[config.mk]
export PLATFORM = sky130hd
export DESIGN_NAME = bcd_updown_decade
export DESIGN_NICKNAME = d
export VERILOG_FILES = /design/src/rtl/bcd_updown_decade.sv
export SDC_FILE = /design/constraint.sdc
export NUM_CORES = 1
export LEC_CHECK = 0
export BUFFER_PORTS_ARGS = -buffer_cell sky130_fd_sc_hd__buf_2
export CORE_AREA = 5 5 42 44
export CTS_CLUSTER_SIZE = 12
export DETAILED_ROUTE_END_ITERATION = 16
export DIE_AREA = 0 0 47 49
export PLACE_DENSITY = 0.68
export SLEW_MARGIN = 5
export SYNTH_ARGS = -nofsm -noshare
export SYNTH_HDL_FRONTEND = slang
export SYNTH_SLANG_ARGS = --single-unit
[constraint.sdc]
create_clock -name clk -period 1.8 [get_ports clk]
set_input_delay 0.54 -clock clk [delete_from_list [all_inputs] [get_ports clk]]
set_output_delay 0.54 -clock clk [all_outputs]
set_load 0.02 [all_outputs]
[src/rtl/bcd_updown_decade.sv]
module bcd_updown_decade #(
  parameter int unsigned TOP = 9
) (
  input  logic       clk,
  input  logic       rst_n,
  input  logic       en_n,
  input  logic       down,
  input  logic       load_n,
  input  logic [3:0] din,
  input  logic       cp,
  output logic [3:0] q,
  output logic       term,
  output logic       ripple_n
);
  localparam logic [3:0] TOPV = 4'(TOP);

  logic [3:0] cnt, nxt;
  logic       cp_q, step;

  assign step = cp & ~cp_q & ~en_n;

  always_comb begin
    if (down) nxt = (cnt == 4'd0) ? TOPV : cnt - 4'd1;
    else      nxt = (cnt == TOPV) ? 4'd0 : cnt + 4'd1;
  end

  always_ff @(posedge clk or negedge rst_n) begin
    if (!rst_n) begin
      cnt  <= 4'd0;
      cp_q <= 1'b0;
    end else begin
      cp_q <= cp;
      if (!load_n)   cnt <= din;
      else if (step) cnt <= nxt;
    end
  end

  assign q        = load_n ? cnt : din;
  assign term     = down ? (q == 4'd0) : (q == TOPV);
  assign ripple_n = ~(term & ~cp_q);


  load_hold_chk: assert property (@(posedge clk) disable iff (!rst_n)
    !load_n |=> (cnt == $past(din)));


  en_hold_chk: assert property (@(posedge clk) disable iff (!rst_n)
    (en_n && load_n) |=> $stable(cnt));


  single_step_chk: assert property (@(posedge clk) disable iff (!rst_n)
    (cp_q && load_n) |=> $stable(cnt));


  up_wrap_chk: assert property (@(posedge clk) disable iff (!rst_n)
    (load_n && !down && step && cnt == TOPV) |=> (cnt == 4'd0));


  down_wrap_chk: assert property (@(posedge clk) disable iff (!rst_n)
    (load_n && down && step && cnt == 4'd0) |=> (cnt == TOPV));


  ripple_chk: assert property (@(posedge clk) disable iff (!rst_n)
    !ripple_n |-> (term && !cp_q));
endmodule

==> run summary <==
Starting density of the core: 33.12%
Pint: 307.4 uW
DR vias/cell: 5.149
Number of global-route vias before repair: 484
Crit end category: primary output
Max-Cap Viols: 0
Initial antenna violation count: 0
Met3 Usage GRT: 5.166%
Grt met1 use: 14.16%
Tot GR Track Use: 12.07%
Die footprint: 2303 um^2
WL final: 1176 um
Reg clk slew, reported paths: 0.05 ns
Final period utilization: 110.3%
Count of pins over their slew limit: 0
Residual DRC: 0
GR peak layer: met2
Most frequent cells in the layout: 14 x buf_4, 11 x buf_2, 5 x dfrtp_1, 4 x nand2_1
Total CTS buffers: 3
Global route overflow: 0
Hold WC Path Type: in -> async
# hold bufs at CTS: 0
CP max FO: 3
Failing checks: setup timing
CTS tree: built
H-tree Lvls: 1
First-pass GRT wire length: 2083 um
Fin Setup TNS: -0.3672 ns
Clk_skew: 0.007021 ns
DR vias: 484
Pleak: 0.3054 nW
Hpwl dp: 965.8 um
Pre-CTS setup slack: -0.2216 ns
Post-Syn Nets: 61
PortBufs: 15
Register area share after synthesis: 26.95%
Row cnt: 14
Status: complete, but fails checks
NumNets Final: 89
CTS Root Cell: clkbuf_4
Hold Vio Cnt, Final: 0
Most common cell after layout, fill and taps aside: buf_4
Setup Viol. Count Final: 3
CP arrival: 1.45 ns
Core area: 1401 um^2
Avg WL per Cell: 12.51 um
Clock power share: 27.3%
Pwr dens: 658.3 nW/um^2
Largest net degree at the start of global routing: 10
Diode count: 0
Clock tree buffer depth: 2
Synth unique cells: 29
Switching Share: 33.01%
Sequential power share: 29.5%
Num Clock Sinks: 5
Finished Cell Area: 696.9 um^2
CP Launch Type: primary input
Mean Syn Cell Area: 9.102 um^2
Synthesized cell area: 464.2 um^2
Worst-Margin Slew: 0.4567 ns
Fmax: 503.5 MHz
Starting DRT DRC Count: 7
Met2 Use GR: 20.36%
Synth-to-layout area growth: 50.13%
WS Path Type: in -> out
Critical path required time: 1.26 ns
FF-to-FF Start: cnt[2]$_DFFE_PN0P_
#FFs+latches synth: 5
Worst setup margin: -0.1859 ns
Cells after Synth: 51
Reg2Reg Capture Point: cnt[2]$_DFFE_PN0P_
DRT Pass-1 Iters: 4
Placed Area: 633.1 um^2
Ports: 16
R2R Setup Slk: 0.35 ns
Die W: 47 um
Fin util: 49.73%
Tot Pwr: 458.8 uW
Share of cells above drive strength 1: 53.85%
Clk_lat worst skew: 0.24 ns
Die height: 49 um
Routed Antenna Nets: 0
Final RePlAce weighted congestion: 0.8736
Post-layout min period: 1.986 ns
Worst Reg-to-Reg Cells: 5
Total number of yosys warnings: 0
RSZ-0062 raised after global routing: true
Sw power: 151.4 uW
Max-Slew Margin vs Limit: 69.48%
Combinational share of power: 43.2%
Maximum VDD drop: 0.6125 mV
-- worst max-delay path, cell delays in order --
cell       delay (ns)
buf_2            0.12
nor2_1           0.13
a221oi_2         0.09
a2111oi_4        0.33
nand2b_1         0.08
buf_2            0.16
-- cell type report --
cell class	count	area (um^2)
Tap cell	16	20.02
Clock buffer	4	26.28
Fill cell	138	704.4
Sequential cell	5	125.1
Multi-Input combinational cell	41	339.1
Inverter	1	3.754
Timing Repair Buffer	27	182.7
-- kinds of logic after synthesis --
| family | after synthesis | synth area share [%] |
|---|---|---|
| AOI/OAI and AO/OA | 16 | 26.42 |
| xor gates and xnor gates | 2 | 3.774 |
| buffers and inverters | 5 | 9.162 |
| DFF | 5 | 26.95 |
| muxes | 3 | 7.277 |
| and+or+nand+nor | 20 | 26.42 |
-- metrics by stage --
stage / hold WS [ns] / instances
after floorplan: 0.2444 / 51
after global placement: 0.3542 / 89
after detailed placement: 0.3560 / 89
after CTS: 0.09691 / 94
after global routing: 0.08971 / 94
final: 0.1023 / 94
-- state kept, by name, indices dropped and copies added, names as in the netlist --
| name | flops |
|---|---|
| cnt | 4 |
| cp_q | 1 |
-- synthesized netlist by cell type --
| cell | n | area share (%) |
|---|---|---|
| o21ai_0 | 3 | 3.2 |
| nand4_1 | 1 | 1.3 |
| nor4b_1 | 1 | 1.9 |
| a21oi_1 | 2 | 2.2 |
| o311ai_0 | 1 | 1.9 |
| nor3b_1 | 1 | 1.6 |
| o21a_1 | 1 | 1.6 |
| a2bb2oi_1 | 1 | 1.9 |
| a41oi_1 | 1 | 1.9 |
| or3b_1 | 1 | 1.9 |
| a211o_2 | 1 | 2.2 |
| or2b_2 | 1 | 1.9 |
| xnor2_1 | 2 | 3.8 |
| dfrtp_1 | 5 | 27 |
| nand2b_1 | 2 | 2.7 |
| o221ai_1 | 1 | 1.9 |
| nand4b_1 | 1 | 1.9 |
| a2111oi_2 | 1 | 3.2 |
| mux2_2 | 3 | 7.3 |
| inv_1 | 1 | 0.81 |
| nor2b_1 | 3 | 4.0 |
| nor3b_2 | 1 | 2.7 |
| a31oi_1 | 1 | 1.3 |
| buf_2 | 1 | 1.1 |
| buf_6 | 3 | 7.3 |
| nor2_1 | 3 | 2.4 |
| a221oi_1 | 1 | 1.9 |
| nand2_1 | 5 | 4.0 |
| o31ai_1 | 2 | 3.2 |
-- power by group through the flow --
stage | registers, mW | logic, mW | clock network (mW)
global placement | 0.137 | 0.177 | 0
floorplan | 0.138 | 0.119 | 0
global route | 0.136 | 0.216 | 0.150
detailed placement | 0.137 | 0.181 | 0
finish | 0.135 | 0.198 | 0.125
CTS | 0.135 | 0.195 | 0.132
-- repair_timing --
action                                  4_1_cts  5_1_grt
buffers inserted                              1        0
pin swaps                                     0        0
gates resized for setup                       7        2
endpoints found under the setup margin        4        5
-- worst max path at each step --
stage	from	endpoint	cells past startpoint
2_1_floorplan	down	ripple_n	5
3_3_place_gp	load_n	ripple_n	5
3_5_place_dp	load_n	ripple_n	5
4_1_cts	cnt[0]$_DFFE_PN0P_	ripple_n	5
5_1_grt	cnt[0]$_DFFE_PN0P_	ripple_n	5
6_report	din[3]	ripple_n	6
-- per-layer routing --
metal	vias up	routed length (um)	part of all wire, %
met3	0	78	6.6
met5	-	0	0
met2	17	618	53
li1	244	-	-
met4	0	0	0
met1	223	479	41
No activity file was read; power rests on OpenSTA's default activity.
